## src/rtl/prio_irq_pkg.sv

```systemverilog
package prio_irq_pkg;
  localparam int unsigned ADDR_W  = 4;
  localparam int unsigned RA_PEND = 0;
  localparam int unsigned RA_EN   = 2;
  localparam int unsigned RA_MASK = 4;
  localparam int unsigned RA_INSV = 6;
  localparam int unsigned RA_VEC  = 8;
endpackage

```

## src/rtl/irq_pend_capture.sv

```systemverilog
module irq_pend_capture #(
  parameter int unsigned NCH = 16
) (
  input  logic           clk,
  input  logic           rst_n,
  input  logic [NCH-1:0] chan_i,
  input  logic [NCH-1:0] en_i,
  input  logic [NCH-1:0] keep_i,
  input  logic [NCH-1:0] ack_clr_i,
  output logic [NCH-1:0] pend_o
);
  logic [NCH-1:0] chan_q, pend_q, pend_d, rise;
  logic           pend_upd;

  always_comb begin
    rise     = chan_i & ~chan_q & en_i;
    pend_d   = (pend_q & keep_i & ~ack_clr_i) | rise;
    pend_upd = (~&keep_i) | (|ack_clr_i) | (|rise);
  end

  always_ff @(posedge clk or negedge rst_n) begin
    if (!rst_n) begin
      chan_q <= '0;
      pend_q <= '0;
    end else begin
      chan_q <= chan_i;
      if (pend_upd) pend_q <= pend_d;
    end
  end

  assign pend_o = pend_q;


  ack_clears_pend_chk: assert property (@(posedge clk) disable iff (!rst_n)
    ((ack_clr_i != '0) && ((rise & ack_clr_i) == '0)) |=> ((pend_q & $past(ack_clr_i)) == '0));

  ack_onehot_chk: assert property (@(posedge clk) disable iff (!rst_n) $onehot0(ack_clr_i));
endmodule

```

## src/rtl/irq_insv_track.sv

```systemverilog
module irq_insv_track #(
  parameter int unsigned NCH = 16
) (
  input  logic           clk,
  input  logic           rst_n,
  input  logic           sw_mode_i,
  input  logic [NCH-1:0] keep_i,
  input  logic [NCH-1:0] set_i,
  output logic [NCH-1:0] insv_o
);
  logic [NCH-1:0] insv_q, insv_d;
  logic           insv_upd;

  always_comb begin
    insv_d   = sw_mode_i ? ((insv_q & keep_i) | set_i) : '0;
    insv_upd = (insv_d != insv_q);
  end

  always_ff @(posedge clk or negedge rst_n) begin
    if (!rst_n)        insv_q <= '0;
    else if (insv_upd) insv_q <= insv_d;
  end

  assign insv_o = insv_q;


  auto_mode_no_insv_chk: assert property (@(posedge clk) disable iff (!rst_n)
    !sw_mode_i |=> (insv_q == '0));

  insv_set_only_by_ack_chk: assert property (@(posedge clk) disable iff (!rst_n)
    (set_i == '0) |=> ((insv_q & ~$past(insv_q)) == '0));
endmodule

```

## src/rtl/irq_prio_pick.sv

```systemverilog
module irq_prio_pick #(
  parameter int unsigned NCH   = 16,
  parameter int unsigned IDX_W = 4
) (
  input  logic             clk,
  input  logic             rst_n,
  input  logic [NCH-1:0]   pend_i,
  input  logic [NCH-1:0]   en_i,
  input  logic [NCH-1:0]   mask_i,
  input  logic [NCH-1:0]   insv_i,
  output logic             req_o,
  output logic [IDX_W-1:0] win_o,
  output logic [NCH-1:0]   win_oh_o
);
  logic [NCH-1:0] blk, elig;

  // blk[i] is set when any in-service bit at i or above is set
  always_comb begin
    logic above;
    above = 1'b0;
    blk   = '0;
    for (int i = NCH - 1; i >= 0; i--) begin
      above  = above | insv_i[i];
      blk[i] = above;
    end
  end

  for (genvar g = 0; g < NCH; g++) begin : g_elig
    assign elig[g] = pend_i[g] & en_i[g] & mask_i[g] & ~blk[g];
  end

  always_comb begin
    logic seen;
    seen     = 1'b0;
    win_o    = '0;
    win_oh_o = '0;
    for (int i = NCH - 1; i >= 0; i--) begin
      if (elig[i] && !seen) begin
        seen        = 1'b1;
        win_o       = IDX_W'(i);
        win_oh_o[i] = 1'b1;
      end
    end
  end

  assign req_o = |elig;


  winner_not_blocked_chk: assert property (@(posedge clk) disable iff (!rst_n)
    req_o |-> ((insv_i >> win_o) == '0));

  winner_onehot_chk: assert property (@(posedge clk) disable iff (!rst_n)
    req_o |-> $onehot(win_oh_o));
endmodule

```

## src/rtl/prio_irq_ctrl.sv

```systemverilog
module prio_irq_ctrl
  import prio_irq_pkg::*;
#(
  parameter int unsigned NCH    = 16,
  parameter int unsigned BANK_W = 8,
  parameter int unsigned VEC_W  = 8
) (
  input  logic              clk,
  input  logic              rst_n,
  input  logic [NCH-1:0]    chan_i,
  input  logic [ADDR_W-1:0] bus_addr_i,
  input  logic              bus_we_i,
  input  logic [BANK_W-1:0] bus_wdata_i,
  output logic [BANK_W-1:0] bus_rdata_o,
  output logic              irq_o,
  input  logic              iack_i,
  output logic [VEC_W-1:0]  vector_o,
  output logic              vector_valid_o
);
  localparam int unsigned NBANK  = NCH / BANK_W;
  localparam int unsigned IDX_W  = $clog2(NCH);
  localparam int unsigned BASE_W = VEC_W - IDX_W;

  // reset: asserted asynchronously, released on a clock edge
  logic [1:0] rst_pipe;
  logic       rst_sync_n;
  always_ff @(posedge clk or negedge rst_n) begin
    if (!rst_n) rst_pipe <= '0;
    else        rst_pipe <= {rst_pipe[0], 1'b1};
  end
  assign rst_sync_n = rst_pipe[1];

  // register bank decode
  logic [NBANK-1:0] hit_pend, hit_en, hit_mask, hit_insv;
  logic [NCH-1:0]   pend_keep, insv_keep, en_q, en_d, mask_q, mask_d;
  logic [NCH-1:0]   pend, insv, win_oh, ack_clr, insv_set;
  logic             en_we, mask_we, vec_we, req, ack_fire;
  logic [IDX_W-1:0] win;

  for (genvar b = 0; b < NBANK; b++) begin : g_bank
    localparam int unsigned LO = b * BANK_W;
    assign hit_pend[b] = bus_we_i && (bus_addr_i == ADDR_W'(RA_PEND + b));
    assign hit_en[b]   = bus_we_i && (bus_addr_i == ADDR_W'(RA_EN + b));
    assign hit_mask[b] = bus_we_i && (bus_addr_i == ADDR_W'(RA_MASK + b));
    assign hit_insv[b] = bus_we_i && (bus_addr_i == ADDR_W'(RA_INSV + b));
    assign pend_keep[LO +: BANK_W] = hit_pend[b] ? bus_wdata_i : '1;
    assign insv_keep[LO +: BANK_W] = hit_insv[b] ? bus_wdata_i : '1;
    assign en_d[LO +: BANK_W]      = hit_en[b]   ? bus_wdata_i : en_q[LO +: BANK_W];
    assign mask_d[LO +: BANK_W]    = hit_mask[b] ? bus_wdata_i : mask_q[LO +: BANK_W];
  end

  assign en_we   = |hit_en;
  assign mask_we = |hit_mask;
  assign vec_we  = bus_we_i && (bus_addr_i == ADDR_W'(RA_VEC));

  // vector register: base and end-of-interrupt mode
  logic [BASE_W-1:0] base_q, base_d;
  logic              sw_mode_q, sw_mode_d;
  logic [IDX_W-2:0]  unused_wdata;
  assign base_d       = bus_wdata_i[VEC_W-1:IDX_W];
  assign sw_mode_d    = bus_wdata_i[IDX_W-1];
  assign unused_wdata = bus_wdata_i[IDX_W-2:0];

  always_ff @(posedge clk or negedge rst_sync_n) begin
    if (!rst_sync_n) begin
      en_q      <= '0;
      mask_q    <= '0;
      base_q    <= '0;
      sw_mode_q <= 1'b0;
    end else begin
      if (en_we)   en_q   <= en_d;
      if (mask_we) mask_q <= mask_d;
      if (vec_we) begin
        base_q    <= base_d;
        sw_mode_q <= sw_mode_d;
      end
    end
  end

  // acknowledge
  assign ack_fire = iack_i & req;
  assign ack_clr  = ack_fire ? win_oh : '0;
  assign insv_set = (ack_fire && sw_mode_q) ? win_oh : '0;

  irq_pend_capture #(.NCH(NCH)) u_pend (
    .clk(clk), .rst_n(rst_sync_n), .chan_i(chan_i), .en_i(en_q),
    .keep_i(pend_keep), .ack_clr_i(ack_clr), .pend_o(pend)
  );

  irq_insv_track #(.NCH(NCH)) u_insv (
    .clk(clk), .rst_n(rst_sync_n), .sw_mode_i(sw_mode_q),
    .keep_i(insv_keep), .set_i(insv_set), .insv_o(insv)
  );

  irq_prio_pick #(.NCH(NCH), .IDX_W(IDX_W)) u_pick (
    .clk(clk), .rst_n(rst_sync_n), .pend_i(pend), .en_i(en_q), .mask_i(mask_q),
    .insv_i(insv), .req_o(req), .win_o(win), .win_oh_o(win_oh)
  );

  assign irq_o = req;

  // vector output: next-state and register
  logic [VEC_W-1:0] vec_q, vec_d;
  logic             vv_q, vv_d;
  always_comb begin
    vv_d  = ack_fire;
    vec_d = ack_fire ? {base_q, win} : vec_q;
  end
  always_ff @(posedge clk or negedge rst_sync_n) begin
    if (!rst_sync_n) begin
      vec_q <= '0;
      vv_q  <= 1'b0;
    end else begin
      vv_q <= vv_d;
      if (ack_fire) vec_q <= vec_d;
    end
  end
  assign vector_o       = vec_q;
  assign vector_valid_o = vv_q;

  // read mux
  always_comb begin
    bus_rdata_o = '0;
    for (int b = 0; b < int'(NBANK); b++) begin
      if (bus_addr_i == ADDR_W'(RA_PEND + b)) bus_rdata_o = pend[b*BANK_W +: BANK_W];
      if (bus_addr_i == ADDR_W'(RA_EN + b))   bus_rdata_o = en_q[b*BANK_W +: BANK_W];
      if (bus_addr_i == ADDR_W'(RA_MASK + b)) bus_rdata_o = mask_q[b*BANK_W +: BANK_W];
      if (bus_addr_i == ADDR_W'(RA_INSV + b)) bus_rdata_o = insv[b*BANK_W +: BANK_W];
    end
    if (bus_addr_i == ADDR_W'(RA_VEC))
      bus_rdata_o = BANK_W'({base_q, sw_mode_q, {(IDX_W-1){1'b0}}});
  end


  valid_after_iack_chk: assert property (@(posedge clk) disable iff (!rst_sync_n)
    vector_valid_o |-> $past(iack_i));

  masked_no_irq_chk: assert property (@(posedge clk) disable iff (!rst_sync_n)
    (mask_q == '0) |-> !irq_o);
endmodule

```

## config.mk

```make
export PLATFORM = sky130hd
export DESIGN_NAME = prio_irq_ctrl
export DESIGN_NICKNAME = d
export VERILOG_FILES = /design/src/rtl/prio_irq_pkg.sv /design/src/rtl/irq_pend_capture.sv /design/src/rtl/irq_insv_track.sv /design/src/rtl/irq_prio_pick.sv /design/src/rtl/prio_irq_ctrl.sv
export SDC_FILE = /design/constraint.sdc
export NUM_CORES = 1
export LEC_CHECK = 0
export ABC_AREA = 1
export CAP_MARGIN = 30
export CORE_MARGIN = 3
export CORE_UTILIZATION = 30
export CTS_CLUSTER_SIZE = 24
export DETAILED_ROUTE_END_ITERATION = 12
export SLEW_MARGIN = 20
export SYNTH_ARGS = -nofsm -noshare
export SYNTH_HDL_FRONTEND = slang
export SYNTH_SLANG_ARGS = --single-unit
```

## constraint.sdc

```tcl
create_clock -name clk -period 2.8 [get_ports clk]
set_clock_uncertainty 0.1 [all_clocks]
set_input_delay 0.56 -clock clk [delete_from_list [all_inputs] [get_ports clk]]
set_output_delay 0.56 -clock clk [all_outputs]
set_load 0.03 [all_outputs]
```

==> metrics.cfg, run 1 <==
[critical_path]
worstPathMaxFanout=4
reg2reg_slack_ps=150
critPathRequiredTime_ps=2140
timing.critical_path.from_type=flip-flop
ff2ff_path_depth=14
cp.arrival_ps=2260
r2r-end=vector_o[1]
setup.worst_path.start=u_insv.insv_o[15]
worstReg2RegStart=u_insv.insv_o[15]
endpoint_kind=primary output
critical_path_class=flip-flop to primary output

[layout]
areaGrowthSynthToFinish_pct=30.2
regArea_um2=2410
layout-drive-gt1-share_pct=17.4
n_antenna_cell=0
fillers=1586
final_cell_mix=nand2_1, dfrtp_1, inv_1
multi_input_area_um2=2170
nNetsFinal=715
fin_util_pct=40.4
finalInstanceArea_um2=6240
final_common_cell=nand2_1

[clock_network]
cts-root-buf=clkbuf_16
clock_latency_ps=350
cts_max_level=3
cts_tree=built
cts_buffer_depth=2
cts_made_buffers=9
path_clk_slew_ps=60
clock_sinks=96

[placed_design]
dp_hpwl_mm=11.1
post_dp_cell_area_um2=5720
portBuffers=49
pre_cts_ws_ps=-656
place_congestion=0.938

[yosys]
synth_nets=622
synth-seq-cells=96
synth_top_area_share_pct=50.1
synthDistinctLibCells=35
netlist_instances=590
yosys.area.top_type=dfrtp_1
ys_seq_area_share_pct=50.1
netlist_top_cells_area=dfrtp_1, nand2_1, o21ai_0, inv_1, nor2_1
syn-cell-area_um2=4790
ys_warn_count=0
synth.avg_cell_area_um2=8.12

[run_status]
violations=negative setup slack
status=complete, but fails checks

[die]
start_util_pct=31.1
die-width_um=132
coreArea_um2=15400
ioPinCount=50
die-height_um=132
num_rows=45
die_area_um2=17500

[power_and_ir_drop]
p_comb_share_pct=37.0
p_clk_share_pct=23.6
switching_power_uw=1840
worst_ir_drop_vdd_uv=366
power_uw=4850
powerDensity_nw_per_um2=776
p_sw_share_pct=37.9
p_int_uw=3010
power.leakage_uw=0.00293
seqPwrFrac_pct=39.4

[global_routing]
top_usage_layer=met2
track_usage_pct=17.5
antenna_found_initial=0
grt_max_degree=50
grt_pass1_wl_mm=23.9
grt_use_met1_pct=22.9
grt_pass1_vias=4466
globalRouteMet2Util_pct=28.3
gr-total-overflow=0
use_met3_pct=4.77

[route]
vias_per_cell=4.92
via_count=4422
drtIter0Drc=436
wl_per_cell_um=16.6
ant_nets=0
drt-pass1-iter-count=5
drc=0
finalWirelength_mm=14.9

[sta]
hold_viol_final=0
max_slew_margin_pct=54.7
slew_viol_final=0
setup_viol=1
min_period_ps=2920
fin_crit_sh_pct=104
rsz0062_at_grt=true
final.setup.worst_slack_ps=-119
max_freq_ghz=0.343
worst_slew_pin_slew_ps=678

[worst_hold_path]
hp-class=flip-flop to asynchronous set/reset pin

[run]
cap_viol_max_count=0

## critical path, stage by stage (launching register included)
cell	delay, ps
dfrtp_1	430
nor2_4	200
nand4_4	130
nor2_4	140
nand4_4	110
buf_4	160
nor2_1	240
nor2_4	70
nand4_4	110
nor2_4	60
nand3_4	120
buf_6	140
## Yosys cell counts
master and instances:
nor2_1 47, buf_8 1, conb_1 1, buf_6 1
nand3_1 26, o22ai_1 8, nand4_4 2, a221oi_1 2
nor3_2 1, o221ai_1 2, nand2_1 142, inv_2 1
clkbuf_1 7, a21o_1 1, o2111ai_1 1, nand2_2 2
o21ai_0 73, nand3_4 1, nor2_2 4, o21a_1 1
a221o_1 3, dfrtp_1 96, nor2_4 4, o21ai_1 3
nand3b_1 9, nand4_2 2, inv_1 81, o211ai_1 1
a21oi_1 32, o211ai_2 1, nand4_1 9, nor3_1 12
buf_2 1, nand3_2 11, a22o_1 1
## flip-flops by register name, summed over array words and instances (netlist names)
signal          cells
base_q              4
en_q               16
mask_q             16
rst_pipe            2
sw_mode_q           1
u_insv.insv_o      16
u_pend.chan_q      16
u_pend.pend_o      16
vector_o            8
vector_valid_o      1
## cell families (layout without fill, tap and decap cells)
family | count (synthesis) | after routing | synth area share [%]
buffers and inverters | 92 | 190 | 7.63
flip-flops | 96 | 96 | 50.1
AND/OR/NAND/NOR | 272 | 272 | 27.4
AO/OA/AOI/OAI | 129 | 129 | 14.8
other | 1 | 1 | 0.0783
## routing by layer
layer	part of all wire, %	wire (um)	vias to the layer above
met1	46	6820	2143
li1	-	-	2118
met3	6.2	927	20
met2	46	6840	141
met4	2.0	296	0
met5	0	0	-
## layout make-up
class	instances	area share, %
inverters	82	4.93
multi-input cells	402	34.8
repair buffers	92	13.2
clock inverters	3	0.281
well taps	211	4.23
flip-flops and latches	96	38.6
clock buffers	13	4.01
## power by group through the flow
stage | Sequential (uW) | Clock (uW) | Combinational [uW]
after floorplan | 1980 | 0 | 953
after global placement | 1920 | 0 | 1540
after detailed placement | 1930 | 0 | 1560
after CTS | 1910 | 1170 | 1640
after global routing | 1950 | 1240 | 1970
final | 1910 | 1140 | 1790
## timing repair
action	CTS	global route
buffers inserted	6	7
setup endpoints to repair	9	17
pin swaps	7	14
gates resized for setup	37	22
hold buffers	0	0
## per-stage QoR
| step | cells | hold WS (ps) | setup TNS (ps) |
|---|---|---|---|
| 3_5_place_dp | 870 | 237 | -2960 |
| 3_3_place_gp | 870 | 242 | -2720 |
| 2_1_floorplan | 590 | 164 | 0 |
| 5_1_grt | 899 | 253 | -251 |
| 4_1_cts | 892 | 259 | -148 |
| 6_report | 899 | 233 | -119 |
## worst max-delay path by stage
| stage | end | slack [ps] | depth (start not counted) |
|---|---|---|---|
| after floorplan | irq_o | 420 | 10 |
| after global placement | bus_rdata_o[2] | -640 | 10 |
| after detailed placement | bus_rdata_o[2] | -660 | 10 |
| after CTS | irq_o | -150 | 10 |
| after global routing | irq_o | -250 | 12 |
| final | irq_o | -120 | 11 |
(Power assumes the default switching activity.)
==> run 2, diff against run 1 <==
SYNTH_HIERARCHICAL = 1   (was not set)
clock period = 3.1 ns   (was 2.8 ns; I/O delays follow)
==> run 2 against run 1 <==
  * The run now ends clean
  * Die area rose by 9.0%
  * Final cell count increased by 11%
  * Count of clock-buffer cells in the layout fell by 2
  * Critical endpoint unchanged
  * Via count grew 4.8%
  * Clock power about the same
  * Register-to-register slack gained 220 ps
  * Sequential share of layout area decreased by 2.2 points
  * Cell area up 6.2%
  * Largest power group unchanged
  * Critical path depth is 1 higher
  * Highest routed layer unchanged
  * Total power decreased by 12%
  * Worst hold slack improved by 15 ps
==> metrics.cfg, run 2 <==
[critical_path]
worstReg2RegStart=en_q[14]
cpPeakStageDelay_ps=440
slowest_stage=dfrtp_2
cp.arrival_ps=2280
crit_top_cell=nor2_4
critPathRequiredTime_ps=2380
worstPathMaxFanout=4
timing.critical_path.from_type=flip-flop
reg2reg_slack_ps=370
critical_path_class=flip-flop to primary output
endpoint_kind=primary output
setup.worst_path.start=u_insv/insv_o[15]
crit_path_cell_trace=nor2_4 > nand4_4 > nor2_4 > nand4_4 > nor2_4 > nand3_4 > nor2_4 > nand2_2 > nor2_4 > inv_4 > nand3_4 > buf_6

[route]
drtIter0Drc=253
via_count=4635
wl_per_cell_um=15.1
ant_nets=0
drt-pass1-iter-count=6
finalWirelength_mm=15.1
drc=0
vias_per_cell=4.64

[yosys]
netlist_instances=697
synth_nets=729
synth_top_area_share_pct=45.8
syn-cell-area_um2=5250
ys_seq_area_share_pct=45.8
synth-edff-count=0
synth_common_cells=nand2_1, inv_1, dfrtp_1, nand3_1, nor2_1
synth-seq-cells=96
synthDistinctLibCells=32
synth.avg_cell_area_um2=7.53
yosys.cell_count.top_type=nand2_1
yosys.area.top_type=dfrtp_1
postSynth.asyncResetShare_pct=100
ys_warn_count=6
netlist_top_cells_area=dfrtp_1, nand2_1, inv_1, nand3_1, nor2_1
synth_flop_cell=dfrtp_1

[sta]
hold_viol_final=0
setup_viol=0
max_freq_ghz=0.334
max_slew_margin_pct=52.0
tns_ps=0
min_period_ps=3000
fin_crit_sh_pct=96.7
slew_viol_final=0
final.setup.worst_slack_ps=102
worst_slew_pin_slew_ps=721
rsz0062_at_grt=true
fin_hold_ws_ps=248

[die]
die-height_um=138
start_util_pct=31.2
die-width_um=138
num_rows=47
die_area_um2=19100
coreArea_um2=16800
ioPinCount=50

[global_routing]
gr-total-overflow=0
antenna_found_initial=0
track_usage_pct=16.3
grt_max_degree=55
grt_pass1_vias=4502
grt_pass1_wl_mm=24.5

[worst_hold_path]
hp-class=flip-flop to flip-flop
min_from=rst_pipe[0]

[placed_design]
portBuffers=49
dp_hpwl_mm=11.2
pre_cts_ws_ps=-12.7
post_dp_cell_area_um2=6120
place_congestion=1.03

[clock_network]
cts_made_buffers=9
cts_hold_buf=0
cts_max_level=3
clock_sinks=96
clock_latency_ps=360
cts_tree=built
cts_buffer_depth=2
path_clk_slew_ps=60
cts-root-buf=clkbuf_16

[power_and_ir_drop]
worst_ir_drop_vdd_uv=243
powerDensity_nw_per_um2=645
power.leakage_uw=0.00304
power_uw=4270

[layout]
finalInstanceArea_um2=6630
fillers=1779
areaGrowthSynthToFinish_pct=26.3
layout-drive-gt1-share_pct=17.1
final_cell_mix=nand2_1, inv_1, dfrtp_1
nNetsFinal=809
regArea_um2=2410
final_common_cell=nand2_1
n_antenna_cell=0
multi_input_area_um2=2370

[run]
cap_viol_max_count=0

[run_status]
status=complete, no violations

run 2: changes by cell type after synthesis, sizes merged, moves of 30 or more:
cell   change
inv       +44
nor2      +30
o21ai     -38
nand2     +63
nand3     +36
run 2: layout make-up:
cell class / instances / area share (%)
clock buffer: 11 / 3.81
clock inverter: 3 / 0.642
inverter: 127 / 7.23
multi-input combinational: 464 / 35.8
sequential: 96 / 36.4
tap: 220 / 4.15
timing repair buffer: 79 / 12.0
run 2: power breakdown:
group,total [uW],internal (uW),leakage [uW],switching [uW]
sequential,1780,1510,0.00118,268
combinational,1360,549,0.00172,808
clock,1140,659,0.000143,476
total,4270,2720,0.00304,1550
run 2: worst paths after layout:
| check | endpoint | cells past startpoint |
|---|---|---|
| setup / recovery | irq_o | 12 |
| hold / removal | rst_pipe[1] | 0 |
| setup reg to reg | u_insv/insv_o[12] | 19 |
| hold reg to reg | rst_pipe[1] | 0 |
| max in group asynchronous | en_q[12] | 1 |
| min in group asynchronous | en_q[9] | 0 |
run 2: stage by stage:
| step | instances | util (%) |
|---|---|---|
| floorplan | 697 | - |
| global placement | 974 | 36.4 |
| detailed placement | 974 | 36.4 |
| CTS | 989 | 38.3 |
| global route | 1000 | 39.4 |
| finish | 1000 | 39.4 |
run 2: repair_timing:
item	CTS	global route
resized for setup	4	21
endpoints found under the setup margin	2	11
pin swaps	1	9
setup buffers	1	11
hold endpoints to repair	0	0
run 2: cells by family (layout without fill, tap and decap cells):
group	after synthesis	in the layout	synth area share, %
flops	96	96	45.8
other cells	1	1	0.0715
simple gates	400	400	36.5
compound gates	63	63	7.35
buf+inv	137	220	10.3
run 2: critical path, delay by kind of cell (launching register included):
kind | cells | cell delay [ps]
flip-flops | 1 | 440
buffers and inverters | 2 | 190
AND/OR/NAND/NOR | 10 | 1290
run 2: metal layers:
layer,track usage (%),vias to the layer above,part of all wire [%]
met4,6.34,0,2.6
li1,-,2323,-
met1,22.2,2166,47
met3,3.42,25,4.9
met5,0,-,0
met2,25.5,121,46
==> run 3, diff against run 2 <==
MAX_ROUTING_LAYER = met4   (was not set)
RECOVER_POWER = 100   (was not set)
==> run 3 against run 2 <==
  * The run now ends with max-capacitance violations, max-slew violations left
  * Clock power hardly changed
  * Die area stayed put
  * Non-clock buffer count is 5 higher
  * Total power is 2.1% higher
  * Setup slack worse by 69 ps
  * Global-route usage is 0.24 points higher
  * Count of clock-buffer cells in the layout stayed put
  * Sequential share of layout area is 0.064 points higher
  * Combinational power is 5% higher
  * First-iteration DRC count is 35% higher
  * Register-to-register slack worse by 120 ps
  * Highest routed layer unchanged
==> metrics.cfg, run 3 (synthesis gave the netlist of run 2 again) <==
[placed_design]
post_dp_cell_area_um2=6130
dp_hpwl_mm=11.3
place_congestion=1.02
portBuffers=49

[die]
start_util_pct=31.2
die-width_um=138
die-height_um=138
coreArea_um2=16800
ioPinCount=50
die_area_um2=19100
num_rows=47

[sta]
worst_slew_pin_slew_ps=1560
slew_viol_final=37
fin_crit_sh_pct=98.9
max_slew_margin_pct=-4.09
hold_viol_final=0
rsz0062_at_grt=true
fin_hold_ws_ps=253
setup_viol=0
min_period_ps=3070
max_freq_ghz=0.326

[global_routing]
antenna_found_initial=0
grt_max_degree=60
grt_pass1_vias=4381
grt_pass1_wl_mm=24.2
track_usage_pct=16.5
gr-total-overflow=0

[run_status]
status=complete, but fails checks
violations=max-capacitance violations, max-slew violations

[clock_network]
cts_max_level=3
clock_latency_ps=360
cts_buffer_depth=2
cts_made_buffers=9
cts_tree=built
path_clk_slew_ps=70
clock_sinks=96
cts-root-buf=clkbuf_16

[critical_path]
worstReg2RegStart=u_insv/insv_o[15]
critical_path_class=flip-flop to primary output
critPathRequiredTime_ps=2380
r2r-end=u_insv/insv_o[14]
timing.critical_path.from_type=flip-flop
endpoint_kind=primary output
setup.worst_path.start=u_insv/insv_o[15]
ff2ff_path_depth=19
worstPathMaxFanout=4
reg2reg_slack_ps=250
cp.arrival_ps=2350

[route]
vias_per_cell=4.71
via_count=4740
finalWirelength_mm=15.3
wl_per_cell_um=15.2
drtIter0Drc=342
drt-pass1-iter-count=6
drc=0
ant_nets=0

[power_and_ir_drop]
powerDensity_nw_per_um2=660
power.leakage_uw=0.00307
worst_ir_drop_vdd_uv=312

[layout]
nNetsFinal=814
final_cell_mix=nand2_1, inv_1, dfrtp_1
final_common_cell=nand2_1
n_antenna_cell=0
finalInstanceArea_um2=6610
layout-drive-gt1-share_pct=15.8
areaGrowthSynthToFinish_pct=26.0

[run]
cap_viol_max_count=1

[worst_hold_path]
hold_path_end=rst_pipe[1]
hp-class=flip-flop to flip-flop
min_delay_path_depth=0
min_from=rst_pipe[0]

[run 3: cell types whose count changed in the layout (fill, tap and decap cells not counted), sizes merged]
cell / before / now
clkdlybuf4s25: 0 / 1
clkdlybuf4s50: 37 / 9
inv: 126 / 127
buf: 39 / 40
clkbuf: 11 / 14
dlygate4sd3: 0 / 27
dlymetal6s4s: 0 / 1
clkinv: 2 / 3
[run 3: final cells by class]
class,instances,area [um2]
Tap cell,220,275
Clock inverter,5,63.8
Multi-Input combinational cell,464,2330
Clock buffer,11,243
Fill cell,1816,10200
Inverter,127,477
Sequential cell,96,2410
Timing Repair Buffer,84,811
[run 3: power by group]
group	switching, uW	total [uW]	internal (uW)
Clock	502	1160	654
Sequential	266	1780	1510
Combinational	829	1430	600
Total	1600	4360	2760
[run 3: layer usage]
metal  global-route usage, %  part of all wire [%]  vias up
met2                    25.0                    47      138
met4                    6.92                   2.4        0
met1                    22.0                    46     2240
li1                        -                     -     2339
met3                    2.83                   5.2       23
met5                       -                     0        -
[run 3: worst max-delay path by stage]
stage | cells past startpoint | end | slack, ps
floorplan | 19 | u_insv/insv_o[10] | 110
global placement | 11 | bus_rdata_o[3] | -30
detailed placement | 11 | bus_rdata_o[5] | -70
CTS | 13 | irq_o | 7
global route | 12 | irq_o | -90
finish | 12 | irq_o | 30
[run 3: what timing repair did]
item | in CTS | in global routing
buffers inserted | 0 | 18
endpoints found under the setup margin | 8 | 9
resized for setup | 5 | 20
pin swaps | 0 | 12
hold buffers | 0 | 0
[run 3: critical path, stage by stage (launching register included)]
cell      delay, ps
dfrtp_2         440
nor2_4          170
nand4_4         120
nor2_4          170
nand4_4         130
nor2_4          200
nand3_4         120
nor2_4          130
nand3b_1        130
inv_2            90
o21ai_2          70
nand3_4          90
buf_6           130
[run 3: per-stage QoR]
stage / utilization (%) / power, uW / instances / worst slack, ps / setup TNS (ps)
2_1_floorplan: - / 2530 / 697 / 109 / 0
3_3_place_gp: 36.4 / 3060 / 973 / -25.5 / -43.9
3_5_place_dp: 36.4 / 3070 / 973 / -65.9 / -143
4_1_cts: 38.4 / 4250 / 989 / 6.52 / 0
5_1_grt: 39.3 / 4610 / 1007 / -93.9 / -138
6_report: 39.3 / 4360 / 1007 / 33.2 / 0
